--- config.mk ---
export PLATFORM = sky130hd
export DESIGN_NAME = inv_ring_shifter
export DESIGN_NICKNAME = d
export VERILOG_FILES = /design/src/rtl/inv_ring_pkg.sv /design/src/rtl/inv_ring_ctrl.sv /design/src/rtl/inv_ring_stage.sv /design/src/rtl/inv_ring_return.sv /design/src/rtl/inv_ring_datapath.sv /design/src/rtl/inv_ring_shifter.sv
export SDC_FILE = /design/constraint.sdc
export NUM_CORES = 1
export LEC_CHECK = 0
export BUFFER_PORTS_ARGS = -buffer_cell sky130_fd_sc_hd__clkbuf_2
export CAP_MARGIN = 20
export CORE_AREA = 4 4 41 43
export CTS_BUF_LIST = sky130_fd_sc_hd__clkbuf_8
export DETAILED_ROUTE_END_ITERATION = 10
export DIE_AREA = 0 0 45 47
export PLACE_DENSITY_LB_ADDON = 0.3
export SLEW_MARGIN = 20
export SYNTH_ARGS = -nofsm -noshare
export SYNTH_HDL_FRONTEND = slang
export SYNTH_SLANG_ARGS = --single-unit
--- constraint.sdc ---
create_clock -name clk -period 1.3 [get_ports clk]
set_input_delay 0 -clock clk [delete_from_list [all_inputs] [get_ports clk]]
set_output_delay 0 -clock clk [all_outputs]
set_load 0.05 [all_outputs]
--- src/rtl/inv_ring_pkg.sv ---
package inv_ring_pkg;

  // Strobes from the control half to the datapath half
  typedef struct packed {
    logic advance;   // drive present: every stage moves on this tick
    logic load;      // force the write stage this tick
    logic loadBit;   // value to force
  } ringStrobes_t;

  // Return path length in ticks (one full drive period)
  localparam int RETURN_TICKS = 2;

  // Reset value of stage idx: alternating, so an even loop is at rest
  function automatic logic stageResetBit(input int idx);
    return logic'(idx % 2);
  endfunction

endpackage

--- src/rtl/inv_ring_ctrl.sv ---
module inv_ring_ctrl
  import inv_ring_pkg::*;
(
  input  logic         runEn,
  input  logic         wrStrobe,
  input  logic         wrData,
  output ringStrobes_t strobes
);

  // A stalled tick can neither shift nor write
  always_comb begin
    strobes.advance = runEn;
    strobes.load    = runEn & wrStrobe;
    strobes.loadBit = wrData;
  end

endmodule

--- src/rtl/inv_ring_stage.sv ---
module inv_ring_stage #(
  parameter logic RESET_BIT = 1'b0
) (
  input  logic clk,
  input  logic rstN,
  input  logic advance,
  input  logic load,
  input  logic loadBit,
  input  logic din,
  output logic q
);

  always_ff @(posedge clk or negedge rstN) begin
    if (!rstN)        q <= RESET_BIT;
    else if (load)    q <= loadBit;
    else if (advance) q <= ~din;
  end

endmodule

--- src/rtl/inv_ring_return.sv ---
module inv_ring_return #(
  parameter int   DEPTH     = 2,
  parameter logic RESET_BIT = 1'b0
) (
  input  logic clk,
  input  logic rstN,
  input  logic advance,
  input  logic din,
  output logic dout
);

  logic [DEPTH-1:0] pipe;

  generate
    if (DEPTH == 1) begin : g_single
      always_ff @(posedge clk or negedge rstN) begin
        if (!rstN)        pipe <= RESET_BIT;
        else if (advance) pipe <= din;
      end
    end else begin : g_multi
      always_ff @(posedge clk or negedge rstN) begin
        if (!rstN)        pipe <= {DEPTH{RESET_BIT}};
        else if (advance) pipe <= {pipe[DEPTH-2:0], din};
      end
    end
  endgenerate

  assign dout = pipe[DEPTH-1];

endmodule

--- src/rtl/inv_ring_datapath.sv ---
module inv_ring_datapath
  import inv_ring_pkg::*;
#(
  parameter int NUM_STAGES  = 8,
  parameter int WRITE_STAGE = 3
) (
  input  logic                  clk,
  input  logic                  rstN,
  input  ringStrobes_t          strobes,
  output logic [NUM_STAGES-1:0] taps
);

  localparam logic LAST_RESET = stageResetBit(NUM_STAGES - 1);

  logic returnBit;
  logic [NUM_STAGES-1:0] stageIn;

  inv_ring_return #(
    .DEPTH    (RETURN_TICKS),
    .RESET_BIT(LAST_RESET)
  ) u_return (
    .clk    (clk),
    .rstN   (rstN),
    .advance(strobes.advance),
    .din    (taps[NUM_STAGES-1]),
    .dout   (returnBit)
  );

  generate
    for (genvar i = 0; i < NUM_STAGES; i++) begin : g_stage
      logic stageLoad;
      if (i == 0) begin : g_head
        assign stageIn[i] = returnBit;
      end else begin : g_body
        assign stageIn[i] = taps[i-1];
      end
      if (i == WRITE_STAGE) begin : g_wr
        assign stageLoad = strobes.load;
      end else begin : g_nowr
        assign stageLoad = 1'b0;
      end
      inv_ring_stage #(
        .RESET_BIT(stageResetBit(i))
      ) u_stage (
        .clk    (clk),
        .rstN   (rstN),
        .advance(strobes.advance),
        .load   (stageLoad),
        .loadBit(strobes.loadBit),
        .din    (stageIn[i]),
        .q      (taps[i])
      );
    end
  endgenerate

endmodule

--- src/rtl/inv_ring_shifter.sv ---
module inv_ring_shifter
  import inv_ring_pkg::*;
#(
  parameter int NUM_STAGES  = 8,
  parameter int WRITE_STAGE = 3
) (
  input  logic                  clk,
  input  logic                  rstN,
  input  logic                  runEn,
  input  logic                  wrStrobe,
  input  logic                  wrData,
  output logic [NUM_STAGES-1:0] taps,
  output logic                  obsOut
);

  ringStrobes_t strobes;

  inv_ring_ctrl u_ctrl (
    .runEn   (runEn),
    .wrStrobe(wrStrobe),
    .wrData  (wrData),
    .strobes (strobes)
  );

  inv_ring_datapath #(
    .NUM_STAGES (NUM_STAGES),
    .WRITE_STAGE(WRITE_STAGE)
  ) u_datapath (
    .clk    (clk),
    .rstN   (rstN),
    .strobes(strobes),
    .taps   (taps)
  );

  assign obsOut = taps[NUM_STAGES-1];

endmodule

==> After elaboration in Yosys (flattened, before gate mapping) <==
Cells that the tools add are included.
{ "classes": {"reduce_logical": 1, "mux": 2, "bitwise": 9} }
{ "ops": {"columns": ["op", "count"], "rows": [
  ["$not A1 Y1", 8],
  ["$mux W1", 2],
  ["$reduce_bool A2 Y1", 1],
  ["$and A1 B1 Y1", 1]
]} }
{ "totals": {"out_inout_bits": 9, "inputBits": 5, "ff_bits": 10} }

==> Longest topological paths before layout <==
Gate-level depths: netlist of the first run.
{ "depth": {"word_depth": 3, "depth_mapped": 4, "mapped_depth_nobuf": 2} }

==> By module <==
Synthesis of the first run repeated with hierarchy kept, for this count alone.
{ "unflattened": {"hier_cells": 49, "area_unflattened_um2": 523.0} }
{ "modules_own_cells": {"columns": ["mod", "area_per_inst_um2", "seq_area_each_um2", "cells_each", "instances"], "rows": [
  ["inv_ring_stage (u_datapath.g_stage[1].u_stage ...)", 52.6, 26.3, 5, 4],
  ["inv_ring_stage (u_datapath.g_stage[0].u_stage ...)", 51.3, 25.0, 5, 4],
  ["inv_ring_return", 75.1, 52.6, 4, 1],
  ["inv_ring_ctrl", 21.3, 0.0, 3, 1],
  ["inv_ring_shifter", 7.5, 0.0, 1, 1],
  ["inv_ring_datapath", 3.8, 0.0, 1, 1]
]} }

==> Worst setup path before layout of the first run <==
Ideal clock, no wire load.
{ "synth_timing": {"path_type": "flip-flop to flip-flop", "startpoint": "reg u_datapath.g_stage[7].u_stage.q", "endpoint": "reg u_datapath.u_return.pipe[0]", "stages_incl_launch_ff": 2, "required_time_ns": 1.240, "arrival_ns": 0.880, "setup_ns": 0.060, "path_slack_ns": 0.360, "path_cell_list": "dfstp_2 mux2_4"} }
{ "synth_rtl": {"columns": ["item", "line", "rtl"], "rows": [
  ["start, declared", "inv_ring_stage.sv:10", "output logic q"],
  ["start signal, assigned", "inv_ring_stage.sv:15", "else if (load) q <= loadBit;"],
  ["start signal, assigned", "inv_ring_stage.sv:16", "else if (advance) q <= ~din;"],
  ["end signal, assigned", "inv_ring_return.sv:22", "if (!rstN) pipe <= {DEPTH{RESET_BIT}};"],
  ["end signal, assigned", "inv_ring_return.sv:23", "else if (advance) pipe <= {pipe[DEPTH-2:0], din};"],
  ["end, declared", "inv_ring_return.sv:12", "logic [DEPTH-1:0] pipe;"]
]} }
No word-level cell between the ends.

==> Worst setup path after layout of the first run <==
{ "layout_timing": {"startpoint": "in wrData", "endpoint": "reg u_datapath.g_stage[3].u_stage.q"} }
{ "layout_between": {"elab_chain_len": 1} }
{ "layout_rtl": {"columns": ["item", "line", "rtl"], "rows": [
  ["start, declared", "inv_ring_shifter.sv:11", "input logic wrData,"],
  ["$mux W1", "inv_ring_stage.sv:15", null],
  ["end signal, assigned", "inv_ring_stage.sv:15", null],
  ["end signal, assigned", "inv_ring_stage.sv:16", null],
  ["end, declared", "inv_ring_stage.sv:10", null]
]} }
Every way passes these cells.
A chain may end at the register's enable or synchronous reset.

==> out/results.env, run 1 <==
STATUS='complete, no violations'
HOLD_PATH_CLASS='input port to register'
TIMING.MAX_SLEW.REL_SLACK_PCT=71.4
INTERNAL_POWER_uW=707
LAYOUT.CELLS.MOST_COMMON='sky130_fd_sc_hd__clkbuf_2'
ROUTED_WL_UM=697
MAX_STAGE_DELAY_NS=0.54
DP_HPWL_UM=513
IOPINCOUNT=14
CLOCK_POWER_SHARE_PCT=27.4
COMB_POWER_SHARE_PCT=32.0
FINALCRITICALPERIOD_NS=1.20
POWER.DENSITY_CELL_AREA_nW_PER_UM2=2020
REPORT.FINAL.SLEW_VIOL_COUNT=0
WORST_SLEW_PIN_SLEW_NS=0.429
POST_CTS.RESIZED_INSTANCES=0
CLOCK_SINKS=10
GRT_MAX_DEGREE=17
CTS_TREE='yes'
CLOCK_LATENCY_NS=0.23
DETAILEDROUTE.FIRSTPASSITERATIONCOUNT=3
CRITICAL_PATH_BUFFERS_AND_INVERTERS=3
FILLCELLCOUNT=144
PORTBUFFERS=13
PLACE_INST=58
MAXIMUM_OPERATING_FREQUENCY_MHz=835
DRT_DRC_VIOLATIONS_LEFT=0
ANTENNA-DIODE-COUNT=0
ANT_NETS=0
SYN_AREA_PER_CELL_UM2=12.4
GRT_PASS1_WL_UM=1170
CLK_ROOT_BUFFER_CELL='sky130_fd_sc_hd__clkbuf_8'
CLKSLEWWORSTSETUPHOLDPATHS_NS=0.04
CRIT_FAMILY='buffers and inverters'
RSZ0062_AT_GRT='no'
WORSTSETUPSTARTPOINTTYPE='input port'
SYNTHESIS.AREA_UM2=495
PATH_CLASS='input port to register'
YS.WARNINGS.COUNT=0
FINAL_LAYOUT_SIZE_SUFFIX_GT1_SHARE_PCT=65.3
FIN_CRIT_SH_PCT=92.1
ROUTABILITYCONGESTION=0.584
VDD_IR_DROP_MAX_mV=0.977
ROWS=13
SETUP_TNS_NS=0
FLOORPLAN.DIE.HEIGHT_UM=47
POWER.SWITCHING_uW=422
SKEW_NS=0.00207
GRT_OVERFLOW=0
VIA_COUNT_OF_THE_FIRST_GLOBAL_ROUTING_PASS=267
END_KIND='register'
LEAKAGE_nW=0.259
CRITPATHMOSTFREQUENTCELL='sky130_fd_sc_hd__dlygate4sd3_1'
CRIT_PATH_CELL_TRACE='dlygate4sd3_1, clkbuf_2, nand2_1, dlygate4sd3_1, a31oi_1'
TIMING.FINAL.SETUP_VIOLATIONS=0
POWER.SWITCHING_FRACTION_PCT=37.4
CPMAXSTAGEDELAYCELL='sky130_fd_sc_hd__dlygate4sd3_1'
FINALHOLDVIOLCOUNT=0
WORSTPATHMAXFANOUT=1
SYNTHTOLAYOUTAREAGROWTH_PCT=12.9
REGISTER_AREA_UM2=258
PLACEABLECOREAREA_UM2=1300
SEQ_AREA_FRAC_SYNTH_PCT=52.0
CTS.PATH.MAX_BUFFERS=2
HTREE_NUM_LEVELS=1
FINAL_NET_COUNT=56
LAYOUT_COMMON_CELLS='13 x sky130_fd_sc_hd__clkbuf_2, 6 x sky130_fd_sc_hd__dfstp_2, 4 x sky130_fd_sc_hd__nor2_2, 4 x sky130_fd_sc_hd__a21oi_2, 4 x sky130_fd_sc_hd__dfrtp_1'
DIE-AREA_UM2=2120
POSTSYNTHNETCOUNT=45
ROUTE.VIAS.TOTAL=274
FINALNONFILLERCELLS=64
GRTUSAGETOTAL_PCT=8.24
REQUIRED_NS=1.46
YS_FF_LATCH=10
WORSTPATHARRIVAL_NS=1.35
FLOORPLAN.INITIALDENSITY_PCT=38.1
ROUTE.DETAILED.VIAS_PER_INST=4.28
CTS-BUFFERS-INSERTED=3
SYNTH_CELLS=40
MULTIINPUTGATEAREA_UM2=139
ANTENNA_FOUND_INITIAL=0
INITIALDRTVIOLATIONCOUNT=3
DIE_W_UM=45
MAX-CAP-VIOLATIONS=0
PER_CELL_ROUTED_WIRE_LENGTH_UM=10.9
SYNTH.DISTINCT_CELLS=15
POWER.SEQUENTIAL.FRACTION_PCT=40.7
[logic make-up after synthesis]
kind of cell,after synthesis,share of synthesized area [%]
muxes,4,10.1
DFF,10,52.0
buffers and inverters,12,20.0
and+or+nand+nor,8,8.59
AOI/OAI and AO/OA,6,9.34
[per-stage QoR]
stage / utilization, % / worst slack (ns) / total power, mW / cell area (um^2) / hold WS [ns]
after floorplan: - / 0.360 / 0.820 / 495 / -0.296
after global placement: 37.5 / 0.477 / 0.821 / 488 / -0.123
after detailed placement: 37.5 / 0.465 / 0.824 / 488 / -0.124
after CTS: 43.0 / 0.112 / 1.15 / 559 / 0.00878
after global routing: 43.0 / 0.0460 / 1.19 / 559 / 0.0589
final: 43.0 / 0.103 / 1.13 / 559 / 0.0132
[worst paths after layout]
kind / startpoint / to / slack (ns) / cells past startpoint
hold / removal: wrStrobe / u_datapath.g_stage[3].u_stage.q / 0.01 / 3
setup / recovery: wrData / u_datapath.g_stage[3].u_stage.q / 0.10 / 5
max in group asynchronous: rstN / u_datapath.u_return.pipe[1] / 0.87 / 2
min in group asynchronous: rstN / u_datapath.g_stage[6].u_stage.q / 0.17 / 2
hold reg to reg: u_datapath.g_stage[0].u_stage.q / u_datapath.g_stage[1].u_stage.q / 0.44 / 1
setup reg to reg: u_datapath.g_stage[2].u_stage.q / u_datapath.g_stage[3].u_stage.q / 0.46 / 2
[registers in the layout, indices dropped and copies added, names as in the netlist]
signal / flops
u_datapath.g_stage.u_stage.q: 8
u_datapath.u_return.pipe: 2
[worst register-to-register path: stages (launching register included)]
cell	delay, ns
sky130_fd_sc_hd__dfrtp_1	0.39
sky130_fd_sc_hd__or2_1	0.22
sky130_fd_sc_hd__a31oi_1	0.16
[area by class of cell]
cell class,count,area share [%]
clock buffer,3,7.38
multi-input combinational,18,24.8
timing repair buffer,16,17.0
inverter,2,1.34
sequential,10,46.1
tap,15,3.36
[routing by layer]
layer	track usage [%]	wire length [um]
met5	0	0
met2	11.0	340
met3	4.60	48
met4	5.26	0
met1	10.1	308
[power groups by stage]
stage	sequential [mW]	combinational, mW	clock [mW]
6_report	0.459	0.361	0.309
5_1_grt	0.472	0.384	0.333
4_1_cts	0.462	0.367	0.324
3_5_place_dp	0.466	0.358	0
3_3_place_gp	0.463	0.358	0
2_1_floorplan	0.475	0.345	0
[synthesized netlist by cell type, drive strengths merged]
cell type	number	area, um^2
nand2	1	3.75
mux2	2	30.0
inv	2	7.51
or2	1	6.26
dfstp	6	158
dfrtp	4	100
mux2i	2	20.0
buf	10	91.3
a31oi	1	6.26
a21oi	5	40.0
nor2	6	32.5
[repair_timing]
action / in CTS / in global routing
endpoints found under the setup margin: 0 / 0
hold buffers: 3 / 0
setup buffers: 0 / 0
hold endpoints to repair: 11 / 0
No activity file was read; power rests on OpenSTA's default activity.
==> inputs of run 2 (changes only) <==
ABC_AREA = 1   (was default)
==> run 2 against run 1 <==
Against the previous run:
- utilization down 0.19 points
- sequential power down 9.8%
- maximum frequency up 13%
- setup slack better by 0.14 ns
- highest routed layer is now met4
- synthesized cell count up 15%
- sequential share of layout area up 0.21 points
- sequential cell count unchanged
- non-clock buffer count down 1
- clock-buffer cell count up 1
- clock skew up 0.0023 ns
- largest power group unchanged
==> out/results.env, run 2 <==
STATUS='complete, no violations'
FIN_AREA_UM2=557  # -0.45%
HOLD_PATH_CLASS='input port to register'
FINALNONFILLERCELLS=71  # +11%
MAXIMUM_OPERATING_FREQUENCY_MHz=944  # +13%
INITIALDRTVIOLATIONCOUNT=5  # +2
ROUTED_WL_UM=742  # +6.5%
WORSTPATHMAXFANOUT=3  # +2
TIMING.FINAL.SETUP_VIOLATIONS=0  # unchanged
SYN_AREA_PER_CELL_UM2=10.2  # -18%
SYNTHESIS.AREA_UM2=469  # -5.3%
WORSTPATHARRIVAL_NS=1.06  # -0.29 ns
POWER.DENSITY_CELL_AREA_nW_PER_UM2=1920  # -4.9%
PORTBUFFERS=13  # unchanged
POSTSYNTH.ASYNCRESETSHARE_PCT=100  # unchanged
WORSTSETUPSTARTPOINTTYPE='register'
VDD_IR_DROP_MAX_mV=1.07  # +9.4%
MAX-CAP-VIOLATIONS=0  # unchanged
LAYOUT_COMMON_CELLS='13 x sky130_fd_sc_hd__nand2_1, 13 x sky130_fd_sc_hd__clkbuf_2, 7 x sky130_fd_sc_hd__o21ai_2, 6 x sky130_fd_sc_hd__dfstp_2'
MAX_STAGE_DELAY_NS=0.55  # about the same
SEQ_AREA_FRAC_SYNTH_PCT=54.9  # +2.9 points
ANTENNA_FOUND_INITIAL=0  # unchanged
GRT_PASS1_WL_UM=1140  # -3.0%
CLOCK_LATENCY_NS=0.24  # about the same
PLACEABLECOREAREA_UM2=1300  # unchanged
SKEW_NS=0.00432  # +0.00225 ns
DRT_DRC_VIOLATIONS_LEFT=0  # unchanged
POST_CTS.RESIZED_INSTANCES=0  # unchanged
RSZ0062_AT_GRT='no'
CPMAXSTAGEDELAYCELL='sky130_fd_sc_hd__dfstp_2'
REPORT.FINAL.SLEW_VIOL_COUNT=0  # unchanged
GRT_OVERFLOW=0  # unchanged
ANT_NETS=0  # unchanged
ROWS=13  # unchanged
DP_WORST_SETUP_SLACK_NS=0.489  # +0.0239 ns
CRITICAL_PATH_BUFFERS_AND_INVERTERS=1  # -2
LEAKAGE_nW=0.273  # +5.3%
SYNTH.CELLS.MOST_FREQUENT='13 x sky130_fd_sc_hd__nand2_1, 8 x sky130_fd_sc_hd__buf_4, 7 x sky130_fd_sc_hd__o21ai_2'
END_KIND='output pin'
CRIT_PATH_CELL_TRACE='clkbuf_2'
FINALCRITICALPERIOD_NS=1.06  # -0.138 ns
ANTENNA-DIODE-COUNT=0  # unchanged
LARGEST_REGISTERS='u_datapath.g_stage.u_stage.q x8, u_datapath.u_return.pipe x2'
LARGEST_REGISTER_FF_COUNT=8  # unchanged
PLACE_INST=65  # +12%
IOPINCOUNT=14  # unchanged
CLOCK_SINKS=10  # unchanged
POSTSYNTHNETCOUNT=51  # +13%
SYNTH_CELLS=46  # +15%
CTS.PATH.MAX_BUFFERS=2  # unchanged
YS.WARNINGS.COUNT=0  # unchanged
CLK_ROOT_BUFFER_CELL='sky130_fd_sc_hd__clkbuf_8'
REQUIRED_NS=1.30  # -0.16 ns
FINAL_NET_COUNT=62  # +11%
FIN_TOTAL_PWR_mW=1.07  # -5.4%
CTS_SETUP_BUFFERS=0  # unchanged
FLOORPLAN.DIE.HEIGHT_UM=47  # unchanged
FINAL.SETUP.WORST_SLACK_NS=0.241  # +0.138 ns
ROUTE.DETAILED.VIAS_PER_INST=4.24  # -0.98%
CRIT_FAMILY='flip-flops'
GRTUSAGETOTAL_PCT=8.65  # +0.41 points
HOLD_BUFFERS=2  # -1
SYNTH_TOP_AREA_SHARE_PCT=33.6  # +1.8 points
VIA_COUNT_OF_THE_FIRST_GLOBAL_ROUTING_PASS=254  # -4.9%
WHS_NS=0.00479  # -0.00838 ns
FINALHOLDVIOLCOUNT=0  # unchanged
CTS-BUFFERS-INSERTED=3  # unchanged
PATH_CLASS='register to output pin'
LARGEST-REGISTER='u_datapath.g_stage.u_stage.q'
FLIP_FLOP_CELL_WITH_THE_HIGHEST_COUNT_AFTER_SYNTHESIS='sky130_fd_sc_hd__dfstp_2'
FLOORPLAN.INITIALDENSITY_PCT=36.1  # -2.0 points
DIE_W_UM=45  # unchanged
CELL_AREA_PLACED_UM2=482  # -1.3%
DP_HPWL_UM=526  # +2.7%
SYNTHDOMINANTAREACELLTYPE='sky130_fd_sc_hd__dfstp_2'
SYNTH-EDFF-COUNT=0  # unchanged
ROUTE.VIAS.TOTAL=301  # +9.9%
SETUP_TNS_NS=0  # unchanged
CLKSLEWWORSTSETUPHOLDPATHS_NS=0.05  # about the same
DETAILEDROUTE.FIRSTPASSITERATIONCOUNT=4  # +1
SYNTHTOPCELLSBYAREA='sky130_fd_sc_hd__dfstp_2 34%, sky130_fd_sc_hd__dfrtp_1 21%, sky130_fd_sc_hd__o21ai_2 13%, sky130_fd_sc_hd__buf_4 13%, sky130_fd_sc_hd__nand2_1 10%'
SYNTH.MOST_COMMON_CELL='sky130_fd_sc_hd__nand2_1'
GRT_MAX_DEGREE=18  # +1
TIMING.MAX_SLEW.REL_SLACK_PCT=78.7  # +7.2 points
YS_FF_LATCH=10  # unchanged
CORE_UTILIZATION_OF_THE_FINISHED_LAYOUT_PCT=42.8  # -0.19 points
SYNTHTOLAYOUTAREAGROWTH_PCT=18.7
DIE-AREA_UM2=2120  # unchanged
FINAL_LAYOUT_SIZE_SUFFIX_GT1_SHARE_PCT=55.4  # -9.9 points
SYNTH.DISTINCT_CELLS=10  # -5
FILLCELLCOUNT=146  # +1.4%
HTREE_NUM_LEVELS=1  # unchanged
WORST_SLEW_PIN_SLEW_NS=0.320  # -0.109 ns
FIN_CRIT_SH_PCT=81.5  # -11 points
ROUTABILITYCONGESTION=0.613  # +5.1%
CTS_TREE='yes'
PER_CELL_ROUTED_WIRE_LENGTH_UM=10.5  # -4.0%
## run 2: changes by cell type in the layout (fill, tap and decap cells not counted), moves of 2 or more
cell,change
sky130_fd_sc_hd__nand2_1,+12
sky130_fd_sc_hd__o21ai_0,+2
sky130_fd_sc_hd__mux2i_1,-2
sky130_fd_sc_hd__nor2_1,-2
sky130_fd_sc_hd__mux2_4,-2
sky130_fd_sc_hd__nor2_2,-4
sky130_fd_sc_hd__o21ai_2,+7
sky130_fd_sc_hd__a21oi_2,-4
## run 2: layout make-up
type	count	area [um^2]	share of cell area, %
sequential	10	258	46.3
clock buffer	4	55.1	9.89
multi-input combinational	23	125	22.5
tap	15	18.8	3.37
inverter	4	15.0	2.70
timing repair buffer	15	85.1	15.3
## run 2: metal layers
metal,up-vias,part of all wire [%],GRT usage [%]
met3,4,9.4,6.90
met1,132,42,9.69
met2,10,45,10.5
met5,-,0,0
met4,0,3.1,7.02
li1,155,-,-
## run 2: where the power goes
group | switching, mW | leakage, nW | internal [mW] | total [mW]
clock | 0.122 | 0.0288 | 0.266 | 0.388
sequential | 0.0359 | 0.110 | 0.378 | 0.414
combinational | 0.203 | 0.134 | 0.0634 | 0.266
total | 0.361 | 0.273 | 0.707 | 1.07
## run 2: path summary, 6_finish.rpt
path / cells past startpoint / start / slack, ns / to
worst max-delay path: 1 / u_datapath.g_stage[1].u_stage.q / 0.24 / taps[1]
worst min-delay path: 4 / wrStrobe / 0.005 / u_datapath.g_stage[3].u_stage.q
worst max register to register: 2 / u_datapath.u_return.pipe[0] / 0.53 / u_datapath.u_return.pipe[1]
worst min register to register: 1 / u_datapath.g_stage[6].u_stage.q / 0.45 / u_datapath.g_stage[7].u_stage.q
max in group asynchronous: 2 / rstN / 0.88 / u_datapath.g_stage[5].u_stage.q
min in group asynchronous: 2 / rstN / 0.16 / u_datapath.g_stage[0].u_stage.q
## run 2: logic make-up after synthesis
logic type	after synthesis	share of synthesized area (%)
flip-flops	10	54.9
AND/OR/NAND/NOR	14	11.5
buffers and inverters	13	18.4
AO/OA/AOI/OAI	9	15.2
